`config.mk`:
```
export PLATFORM = sky130hd
export DESIGN_NAME = wt_cache
export DESIGN_NICKNAME = d
export VERILOG_FILES = /design/src/rtl/wt_cache_pkg.sv /design/src/rtl/wt_cache_tags.sv /design/src/rtl/wt_cache_lru.sv /design/src/rtl/wt_cache_data.sv /design/src/rtl/wt_cache.sv
export SDC_FILE = /design/constraint.sdc
export NUM_CORES = 1
export LEC_CHECK = 0
export BUFFER_PORTS_ARGS = -buffer_cell sky130_fd_sc_hd__buf_2
export CAP_MARGIN = 20
export CORE_ASPECT_RATIO = 1.4
export CORE_MARGIN = 8
export CORE_UTILIZATION = 30
export DETAILED_ROUTE_END_ITERATION = 7
export PLACE_DENSITY_LB_ADDON = 0.1
export SLEW_MARGIN = 10
export SYNTH_ARGS = -nofsm -noshare
export SYNTH_HDL_FRONTEND = slang
export SYNTH_HIERARCHICAL = 1
export SYNTH_SLANG_ARGS = --single-unit
```
`constraint.sdc`:
```
create_clock -name clk_i -period 4.4 [get_ports clk_i]
set_clock_uncertainty 0.05 [all_clocks]
set_input_delay 0.88 -clock clk_i [delete_from_list [all_inputs] [get_ports clk_i]]
set_output_delay 0.88 -clock clk_i [all_outputs]
set_load 0.01 [all_outputs]
```
`src/rtl/wt_cache_pkg.sv`:
```
`timescale 1ns/1ps
package wt_cache_pkg;
  typedef enum logic [1:0] {
    CTL_IDLE  = 2'd0,
    CTL_FETCH = 2'd1,
    CTL_FILL  = 2'd2
  } ctl_state_e;
endpackage

```
`src/rtl/wt_cache_tags.sv`:
```
`timescale 1ns/1ps
module wt_cache_tags #(
  parameter int SETS  = 4,
  parameter int WAYS  = 2,
  parameter int TAG_W = 6,
  localparam int IDX_W = $clog2(SETS),
  localparam int WAY_W = $clog2(WAYS)
) (
  input  logic             clk_i,
  input  logic             rst_ni,
  input  logic [IDX_W-1:0] lk_idx_i,
  input  logic [TAG_W-1:0] lk_tag_i,
  output logic [WAYS-1:0]  hit_o,
  output logic [WAYS-1:0]  valid_o,
  input  logic             wr_en_i,
  input  logic [IDX_W-1:0] wr_idx_i,
  input  logic [WAY_W-1:0] wr_way_i,
  input  logic [TAG_W-1:0] wr_tag_i
);
  logic [TAG_W-1:0] tag_q [SETS][WAYS];
  logic [WAYS-1:0]  vld_q [SETS];

  always_ff @(posedge clk_i or negedge rst_ni) begin
    if (!rst_ni) begin
      for (int s = 0; s < SETS; s++) vld_q[s] <= '0;
    end else if (wr_en_i) begin
      vld_q[wr_idx_i][wr_way_i] <= 1'b1;
    end
  end

  always_ff @(posedge clk_i) begin
    if (wr_en_i) tag_q[wr_idx_i][wr_way_i] <= wr_tag_i;
  end

  for (genvar w = 0; w < WAYS; w++) begin : g_way
    assign valid_o[w] = vld_q[lk_idx_i][w];
    assign hit_o[w]   = vld_q[lk_idx_i][w] && (tag_q[lk_idx_i][w] == lk_tag_i);
  end
endmodule

```
`src/rtl/wt_cache_lru.sv`:
```
`timescale 1ns/1ps
module wt_cache_lru #(
  parameter int SETS = 4,
  parameter int WAYS = 2,
  localparam int IDX_W = $clog2(SETS),
  localparam int WAY_W = $clog2(WAYS)
) (
  input  logic             clk_i,
  input  logic             rst_ni,
  input  logic [IDX_W-1:0] idx_i,
  input  logic [WAYS-1:0]  valid_i,
  input  logic             touch_i,
  input  logic [WAY_W-1:0] touch_way_i,
  output logic [WAY_W-1:0] victim_o
);
  // per-set ages form a permutation of 0..WAYS-1; 0 = most recent
  logic [WAY_W-1:0] age_q [SETS][WAYS];

  always_ff @(posedge clk_i or negedge rst_ni) begin
    if (!rst_ni) begin
      for (int s = 0; s < SETS; s++)
        for (int w = 0; w < WAYS; w++) age_q[s][w] <= WAY_W'(w);
    end else if (touch_i) begin
      for (int w = 0; w < WAYS; w++) begin
        if (WAY_W'(w) == touch_way_i)
          age_q[idx_i][w] <= '0;
        else if (age_q[idx_i][w] < age_q[idx_i][touch_way_i])
          age_q[idx_i][w] <= age_q[idx_i][w] + 1'b1;
      end
    end
  end

  // lowest invalid way first, else the oldest way
  always_comb begin
    victim_o = '0;
    for (int w = 0; w < WAYS; w++)
      if (age_q[idx_i][w] == WAY_W'(WAYS - 1)) victim_o = WAY_W'(w);
    for (int w = WAYS - 1; w >= 0; w--)
      if (!valid_i[w]) victim_o = WAY_W'(w);
  end
endmodule

```
`src/rtl/wt_cache_data.sv`:
```
`timescale 1ns/1ps
module wt_cache_data #(
  parameter int SETS   = 4,
  parameter int WAYS   = 2,
  parameter int MEM_DW = 128,
  localparam int IDX_W  = $clog2(SETS),
  localparam int WAY_W  = $clog2(WAYS),
  localparam int MEM_BE = MEM_DW / 8
) (
  input  logic                        clk_i,
  input  logic [IDX_W-1:0]            rd_idx_i,
  output logic [WAYS-1:0][MEM_DW-1:0] rd_lines_o,
  input  logic                        wr_en_i,
  input  logic [IDX_W-1:0]            wr_idx_i,
  input  logic [WAY_W-1:0]            wr_way_i,
  input  logic [MEM_DW-1:0]           wr_data_i,
  input  logic [MEM_BE-1:0]           wr_be_i
);
  logic [MEM_DW-1:0] line_q [SETS][WAYS];

  always_ff @(posedge clk_i) begin
    if (wr_en_i) begin
      for (int b = 0; b < MEM_BE; b++)
        if (wr_be_i[b]) line_q[wr_idx_i][wr_way_i][b*8 +: 8] <= wr_data_i[b*8 +: 8];
    end
  end

  for (genvar w = 0; w < WAYS; w++) begin : g_rd
    assign rd_lines_o[w] = line_q[rd_idx_i][w];
  end
endmodule

```
`src/rtl/wt_cache.sv`:
```
`timescale 1ns/1ps
module wt_cache
  import wt_cache_pkg::*;
#(
  parameter int LINES  = 8,
  parameter int WAYS   = 2,
  parameter int CPU_DW = 32,
  parameter int MEM_AW = 8,
  parameter int MEM_DW = 128,
  localparam int SETS   = LINES / WAYS,
  localparam int SUB_N  = MEM_DW / CPU_DW,
  localparam int SUB_W  = $clog2(SUB_N),
  localparam int IDX_W  = $clog2(SETS),
  localparam int TAG_W  = MEM_AW - IDX_W,
  localparam int WAY_W  = $clog2(WAYS),
  localparam int CPU_AW = SUB_W + MEM_AW,
  localparam int CPU_BE = CPU_DW / 8,
  localparam int MEM_BE = MEM_DW / 8
) (
  input  logic              clk_i,
  input  logic              rst_ni,
  input  logic              req_valid_i,
  input  logic              req_write_i,
  input  logic [CPU_AW-1:0] req_addr_i,
  input  logic [CPU_DW-1:0] req_wdata_i,
  input  logic [CPU_BE-1:0] req_wmask_i,
  output logic              req_ack_o,
  output logic              rsp_valid_o,
  output logic [CPU_DW-1:0] rsp_rdata_o,
  output logic              mem_req_o,
  output logic              mem_write_o,
  output logic [MEM_AW-1:0] mem_addr_o,
  output logic [MEM_DW-1:0] mem_wdata_o,
  output logic [MEM_BE-1:0] mem_wmask_o,
  input  logic              mem_ready_i,
  input  logic              mem_rvalid_i,
  input  logic [MEM_DW-1:0] mem_rdata_i
);
  ctl_state_e state_q, state_d;

  logic [SUB_W-1:0] sub;
  logic [IDX_W-1:0] idx;
  logic [TAG_W-1:0] tag;
  assign sub = req_addr_i[SUB_W-1:0];
  assign idx = req_addr_i[SUB_W +: IDX_W];
  assign tag = req_addr_i[CPU_AW-1 -: TAG_W];

  logic [WAYS-1:0]             hit_vec, valid_vec;
  logic [WAYS-1:0][MEM_DW-1:0] set_lines;
  logic [WAY_W-1:0]            hit_way, victim_way;
  logic                        hit;

  logic                        tag_wr, data_wr, touch;
  logic [WAY_W-1:0]            data_way, touch_way;
  logic [MEM_DW-1:0]           data_wdata;
  logic [MEM_BE-1:0]           data_be;

  wt_cache_tags #(.SETS(SETS), .WAYS(WAYS), .TAG_W(TAG_W)) u_tags (
    .clk_i    (clk_i),
    .rst_ni   (rst_ni),
    .lk_idx_i (idx),
    .lk_tag_i (tag),
    .hit_o    (hit_vec),
    .valid_o  (valid_vec),
    .wr_en_i  (tag_wr),
    .wr_idx_i (idx),
    .wr_way_i (victim_way),
    .wr_tag_i (tag)
  );

  wt_cache_lru #(.SETS(SETS), .WAYS(WAYS)) u_lru (
    .clk_i       (clk_i),
    .rst_ni      (rst_ni),
    .idx_i       (idx),
    .valid_i     (valid_vec),
    .touch_i     (touch),
    .touch_way_i (touch_way),
    .victim_o    (victim_way)
  );

  wt_cache_data #(.SETS(SETS), .WAYS(WAYS), .MEM_DW(MEM_DW)) u_data (
    .clk_i      (clk_i),
    .rd_idx_i   (idx),
    .rd_lines_o (set_lines),
    .wr_en_i    (data_wr),
    .wr_idx_i   (idx),
    .wr_way_i   (data_way),
    .wr_data_i  (data_wdata),
    .wr_be_i    (data_be)
  );

  assign hit = |hit_vec;
  always_comb begin
    hit_way = '0;
    for (int w = 0; w < WAYS; w++)
      if (hit_vec[w]) hit_way = WAY_W'(w);
  end

  // lane views of the wide words
  logic [SUB_N-1:0][CPU_DW-1:0] hit_words, fill_words, wr_lanes;
  logic [SUB_N-1:0][CPU_BE-1:0] be_lanes;
  assign hit_words  = set_lines[hit_way];
  assign fill_words = mem_rdata_i;

  for (genvar k = 0; k < SUB_N; k++) begin : g_lane
    assign wr_lanes[k] = (sub == SUB_W'(k)) ? req_wdata_i : '0;
    assign be_lanes[k] = (sub == SUB_W'(k)) ? req_wmask_i : '0;
  end

  logic in_fill;
  assign in_fill = (state_q == CTL_FILL);

  always_comb begin
    state_d     = state_q;
    req_ack_o   = 1'b0;
    mem_req_o   = 1'b0;
    mem_write_o = 1'b0;
    tag_wr      = 1'b0;
    data_wr     = 1'b0;
    touch       = 1'b0;
    touch_way   = hit_way;
    data_way    = hit_way;
    data_wdata  = wr_lanes;
    data_be     = be_lanes;
    unique case (state_q)
      CTL_IDLE: begin
        if (req_valid_i) begin
          if (req_write_i) begin
            mem_req_o   = 1'b1;
            mem_write_o = 1'b1;
            if (mem_ready_i) begin
              req_ack_o = 1'b1;
              data_wr   = hit;
              touch     = hit;
            end
          end else if (hit) begin
            req_ack_o = 1'b1;
            touch     = 1'b1;
          end else begin
            state_d = CTL_FETCH;
          end
        end
      end
      CTL_FETCH: begin
        mem_req_o = 1'b1;
        if (mem_ready_i) state_d = CTL_FILL;
      end
      CTL_FILL: begin
        if (mem_rvalid_i) begin
          req_ack_o  = 1'b1;
          tag_wr     = 1'b1;
          data_wr    = 1'b1;
          data_way   = victim_way;
          data_wdata = mem_rdata_i;
          data_be    = '1;
          touch      = 1'b1;
          touch_way  = victim_way;
          state_d    = CTL_IDLE;
        end
      end
      default: state_d = CTL_IDLE;
    endcase
  end

  assign mem_addr_o  = req_addr_i[CPU_AW-1:SUB_W];
  assign mem_wdata_o = wr_lanes;
  assign mem_wmask_o = mem_write_o ? be_lanes : '0;

  always_ff @(posedge clk_i or negedge rst_ni) begin
    if (!rst_ni) begin
      state_q     <= CTL_IDLE;
      rsp_valid_o <= 1'b0;
      rsp_rdata_o <= '0;
    end else begin
      state_q     <= state_d;
      rsp_valid_o <= req_ack_o && !req_write_i;
      if (req_ack_o && !req_write_i)
        rsp_rdata_o <= in_fill ? fill_words[sub] : hit_words[sub];
    end
  end
endmodule

```
==> out/metrics.cfg, run 1 <==
[yosys]
netlist_instances = 2641
syn-mean-instance-area_sq_um = 18.2
yosysSeqAreaShare_pct = 69.6
yosysTopAreaCellShare_pct = 67.0
syn_nets = 2821
synth_edf_count = 1072
synthFlopType = edfxtp_1
yosysTopAreaCell = edfxtp_1
synth-async-reset-ratio_pct = 4.54
post_synth_num_cell_types = 48
synth_top_cells_by_area = edfxtp_1 67%, mux4_2 12%, mux2i_1 4.1%
synth-seq-cells = 1123
yosys_warnings = 6
syn_area_sq_um = 48100

[clocking]
hold_buffers = 0
cts.sinks = 1123
post_cts_buffers = 0
clk_pin_slew_ns = 0.06
cts_buffers = 110
cts-root-buf = clkbuf_16
cts_max_path_buffers = 3
htree_num_levels = 3
clkLatencyLatePin_ns = 0.72
cts_tree = yes

[timing]
max_freq_mhz = 236
fin_tns_setup_ns = 0
hold_viol_final = 0
tightest_slew_ns = 1.13
drv_slew = 0
maxSlewHeadroom_pct = 24.5
min_period_over_period_pct = 96.5
setup_viol = 0
rsz0062_at_grt = false
period_needed_ns = 4.24

[power]
p_leak_nw = 20.2
power_w = 0.0244
powerDensity_nw_per_um2 = 424
vdd.ir_drop.worst_mv = 0.276

[die]
rows = 174
die_area_sq_um = 173000
io-pin-count = 368
core_sq_um = 160000
initial_utilization_pct = 30.1
die_y_um = 490
die_w_um = 354

[cells_and_area]
final_util_pct = 35.9
syn2layout_area_growth_pct = 19.5
drive_above_1_share_pct = 36.4
fin_nets = 3383
stdcell_count = 5420

[placed_design]
hpwl_um = 119000
port_buffers = 367
routabilityCongestion = 0.817
dpl.cell_count = 5203

[global_route]
antenna_found_initial = 22
grt_pass1_vias = 29351
track_usage_pct = 18.5
grt_overflow_total = 0
grt_pass1_wl_um = 228000
grt_max_degree = 124

[detailed_routing]
ant_nets = 0
wl_um = 164000
via_per_inst = 5.06
dr.pass1.iters = 5
vias = 27424
wl_per_cell_um = 30.2
drtIter0Drc = 2447
drc = 0

[worst_setup_path]
cp-end-kind = primary output
worstPathCellList = buf_8, buf_4, mux4_1, xnor2_1, nand4_1, nor4_4, nor3_1, buf_4, o21ai_0, buf_4, buf_2
cp_top_family = buffers and inverters
start_kind = primary input
cpMostUsedCell = buf_4
path_max_fanout = 10
critPathMaxStageDelay_ns = 0.58
worst_ep_required_time_ns = 3.47
path_buf_inv = 5
worstPathArrival_ns = 3.31
path_class = primary input to primary output
slowest_stage = mux4_1

[flow_run]
cap_violations = 0

[run_status]
status = complete, no violations

[hold_path]
worst_hold_path_type = primary input to asynchronous set/reset pin

## synthesized netlist by cell type, types with 32 or more instances
cell	number
and2_1	97
mux2i_1	196
buf_2	70
nand2_1	142
mux2_2	96
dfrtp_1	47
edfxtp_1	1072
o22ai_1	32
o21ai_0	36
a22oi_1	68
nor2_1	152
mux4_2	260
nand3_1	112
and3_1	32
clkbuf_1	49
## layout make-up
class	count	area, sq um
Antenna cell	12	30.0
Clock inverter	64	811
Multi-Input combinational cell	1318	13300
Inverter	14	52.6
Clock buffer	141	2990
Timing Repair Buffer	636	4140
Fill cell	15149	102000
Sequential cell	1123	33500
Tap cell	2112	2640
## registers in the layout (all words and copies together) (netlist names)
| register | count |
|---|---|
| rsp_valid_o | 1 |
| rsp_rdata_o | 32 |
| state_q | 2 |
| u_data/line_q | 1024 |
| u_tags/vld_q | 8 |
| u_tags/tag_q | 48 |
| u_lru/age_q | 8 |
## logic make-up (layout without fill, tap and decap cells)
group                  count (synthesis)  count (layout)  synth area share (%)
multiplexers                         564             564                  19.2
XOR/XNOR                              12              12                 0.219
AND/OR/NAND/NOR                      596             596                  6.10
buffers and inverters                200             855                  2.91
flip-flops                          1123            1123                  69.6
AO/OA/AOI/OAI                        146             146                  1.98
other                                  0              12                     0
## placed cells by master, fill, tap and decap left out, types with 23 or more instances in the layout
master,n
clkbuf_1,23
buf_2,363
a22oi_1,68
mux4_2,260
o21ai_0,36
and3_1,32
nor2_1,150
buf_4,250
mux2_2,96
edfxtp_1,1072
mux2i_1,196
nand2_1,140
o22ai_1,32
clkbuf_16,114
dfrtp_1,47
and2_1,96
nand3_1,112
## power by group
group	internal, W	switching [W]
clock	0.00582	0.00412
sequential	0.0119	0.000124
combinational	0.000791	0.00157
total	0.0185	0.00581
## layer usage
metal  global-route usage, %  vias to the layer above  share of wire [%]
li1                        -                    11695                  -
met3                    4.55                      161                7.8
met2                    29.0                     1011                 45
met1                    25.9                    14555                 45
met5                       0                        -             0.0079
met4                    4.42                        2                1.9
## path summary, 6_finish.rpt
kind / startpoint / to / cells past startpoint / slack (ns)
max in group asynchronous: rst_ni / u_lru/age_q[0] / 2 / 3.28
worst min-delay path: rst_ni / rsp_rdata_o[17] / 1 / 0.18
min in group clk_i: u_tags/vld_q[4] / u_tags/vld_q[4] / 1 / 0.42
worst max register to register: u_tags/tag_q[3][3] / u_data/line_q[2][47] / 11 / 0.79
worst max-delay path: req_addr_i[2] / req_ack_o / 11 / 0.16
worst min register to register: u_tags/vld_q[4] / u_tags/vld_q[4] / 1 / 0.42
## worst reg2reg max path, delay by kind of cell (launching register included)
| kind | cells | cell delay (ns) |
|---|---|---|
| AOI/OAI and AO/OA | 1 | 0.36 |
| buffers and inverters | 3 | 0.84 |
| and+or+nand+nor | 5 | 0.99 |
| DFF | 1 | 0.41 |
| muxes | 1 | 0.51 |
| xor gates and xnor gates | 1 | 0.15 |
## stage by stage
stage | instance area (sq um) | worst slack, ns | hold WS (ns)
floorplan | 48100 | 0.170 | 0.380
global placement | 53600 | 0.0153 | 0.393
finish | 57400 | 0.156 | 0.179
global route | 57400 | 0.0293 | 0.188
CTS | 57400 | 0.0975 | 0.143
detailed placement | 53600 | -0.0543 | 0.401
## timing repair
action	4_1_cts	5_1_grt
setup endpoints to repair	0	1
gates resized for setup	0	1
endpoints found under the hold margin	0	0
Note: power is estimated with default switching activity, not from simulation.
==> run 2: changes to the inputs <==
- REMOVE_ABC_BUFFERS: unset -> 1
- clock period: 4.4 -> 4.6 ns (I/O delays scaled with it)
==> run 2 against run 1 <==
Against the previous run: wire length down 11%; critical endpoint unchanged; core utilization down 0.11 points; total power down 5.6%; worst hold slack better by 0.064 ns; via count down 2.7%; final area down 0.30%; non-clock buffer count down 14.
==> out/metrics.cfg, run 2 (same netlist as run 1, synthesis figures left out) <==
[global_route]
grt_overflow_total = 0  ; unchanged
antenna_found_initial = 8  ; -64%
grt_pass1_vias = 28987  ; -1.2%
grt_pass1_wl_um = 209000  ; -8.4%
track_usage_pct = 16.5  ; -2.0 points
grt_max_degree = 134  ; +8.1%

[cells_and_area]
final_cell_mix = 1072 x edfxtp_1, 364 x buf_2, 260 x mux4_2
drive_above_1_share_pct = 36.4  ; about the same
top_regs = u_data/line_q (1024), u_tags/tag_q (48), rsp_rdata_o (32)
syn2layout_area_growth_pct = 19.1
top_register = u_data/line_q
largest_reg_flops = 1024  ; unchanged
fin_area_sq_um = 57300  ; -0.30%
fin_nets = 3372  ; -0.33%
final_util_pct = 35.8  ; -0.11 points
final_common_cell = edfxtp_1
stdcell_count = 5408  ; -0.22%

[detailed_routing]
vias = 26694  ; -2.7%
drc = 0  ; unchanged
top_layer_used = met4
dr.pass1.iters = 7  ; +2
drtIter0Drc = 1984  ; -19%
wl_met3_um = 9300  ; -27%
wl_per_cell_um = 27.0  ; -11%
ant_nets = 0  ; unchanged
wl_um = 146000  ; -11%
via_per_inst = 4.94  ; -2.4%
wl_met2_um = 69200  ; -7.2%
drt-met1-wl_um = 64900  ; -12%

[flow_run]
cap_violations = 0  ; unchanged

[die]
die_w_um = 354  ; unchanged
rows = 174  ; unchanged
die_y_um = 490  ; unchanged
die_area_sq_um = 173000  ; unchanged
io-pin-count = 368  ; unchanged
initial_utilization_pct = 30.1  ; unchanged
core_sq_um = 160000  ; unchanged

[worst_setup_path]
slowest_stage = mux4_1
path_buf_inv = 4  ; -1
path_class = primary input to primary output
worstPathArrival_ns = 3.33  ; +0.02 ns
start_kind = primary input
path_max_fanout = 16  ; +6
critPathMaxStageDelay_ns = 0.58  ; about the same
cp_top_family = buffers and inverters
cpMostUsedCell = buf_4
worstPathCellList = buf_8, mux4_1, xnor2_1, nand4_1, nor4_4, buf_4, buf_4, nor3_1, o21ai_0, buf_2
worst_ep_required_time_ns = 3.63  ; +0.16 ns
cp-end-kind = primary output

[placed_design]
dpl_cell_area_sq_um = 53400  ; -0.30%
hpwl_um = 103000  ; -14%
port_buffers = 367  ; unchanged
dpl.cell_count = 5189  ; -0.27%
routabilityCongestion = 0.804  ; -1.7%

[clocking]
clk_pin_slew_ns = 0.06  ; about the same
clkLatencyLatePin_ns = 0.72  ; about the same
post_cts_buffers = 0  ; unchanged
cts_max_path_buffers = 3  ; unchanged
cts.repair.resized = 0  ; unchanged
cts_buffers = 113  ; +2.7%
cts.sinks = 1123  ; unchanged
hold_buffers = 0  ; unchanged
htree_num_levels = 3  ; unchanged
cts_tree = yes
cts-root-buf = clkbuf_16

[timing]
rsz0062_at_grt = false
period_needed_ns = 4.30
min_period_over_period_pct = 93.4
fin_tns_setup_ns = 0  ; unchanged
maxSlewHeadroom_pct = 35.1  ; +11 points
max_freq_mhz = 233
drv_slew = 0  ; unchanged
setup_viol = 0  ; unchanged
hold_ws_ns = 0.243  ; +0.0636 ns
hold_viol_final = 0  ; unchanged
tightest_slew_ns = 0.973  ; -0.155 ns

[hold_path]
worst_hold_path_type = primary input to asynchronous set/reset pin

[power]
powerDensity_nw_per_um2 = 402  ; -5.3%
vdd.ir_drop.worst_mv = 0.291  ; +5.4%
p_leak_nw = 20.1  ; -0.50%

[run_status]
status = complete, no violations

## run 2: cell count changes in the layout (fill, tap and decap cells not counted), sizes merged
| cell | change |
|---|---|
| inv | +5 |
| clkbuf | -4 |
| buf | -14 |
| clkinv | +5 |
| bufinv | -5 |
| clkinvlp | +8 |
| diode | -7 |
## run 2: stage by stage
step | power (W) | setup WS (ns)
after floorplan | 0.0127 | -11.88
after detailed placement | 0.0139 | 0.0903
after global placement | 0.0138 | 0.0713
after CTS | 0.0233 | 0.273
after global routing | 0.0238 | 0.111
final | 0.0230 | 0.303
## run 2: final cells by class
cell class                      count  area, sq um
Tap cell                         2112         2640
Multi-Input combinational cell   1318        13300
Inverter                           14         52.6
Fill cell                       15064       103000
Sequential cell                  1123        33500
Timing Repair Buffer              622         3980
Clock buffer                      137         3030
Antenna cell                        5         12.5
Clock inverter                     77          786
## run 2: path summary, 6_finish.rpt
path                                     from                    to  slack [ns]  cells past startpoint
min in group clk_i            u_tags/vld_q[4]       u_tags/vld_q[4]        0.41                      1
hold reg to reg               u_tags/vld_q[4]       u_tags/vld_q[4]        0.41                      1
setup / recovery                req_addr_i[2]             req_ack_o        0.30                     10
max in group asynchronous              rst_ni        u_lru/age_q[6]        3.22                      2
hold / removal                         rst_ni        rsp_rdata_o[1]        0.24                      1
setup reg to reg           u_tags/tag_q[2][3]  u_data/line_q[3][53]        0.94                     10
## run 2: power by group
| part | internal, W | total [W] | switching (W) |
|---|---|---|---|
| Combinational | 0.000740 | 0.00210 | 0.00136 |
| Sequential | 0.0114 | 0.0115 | 0.0000748 |
| Clock | 0.00539 | 0.00940 | 0.00401 |
## run 2: per-layer routing
layer | GRT usage, % | up-vias
li1 | - | 11677
met1 | 22.4 | 13904
met2 | 27.1 | 936
met3 | 3.28 | 177
met4 | 4.24 | 0
met5 | 0 | -
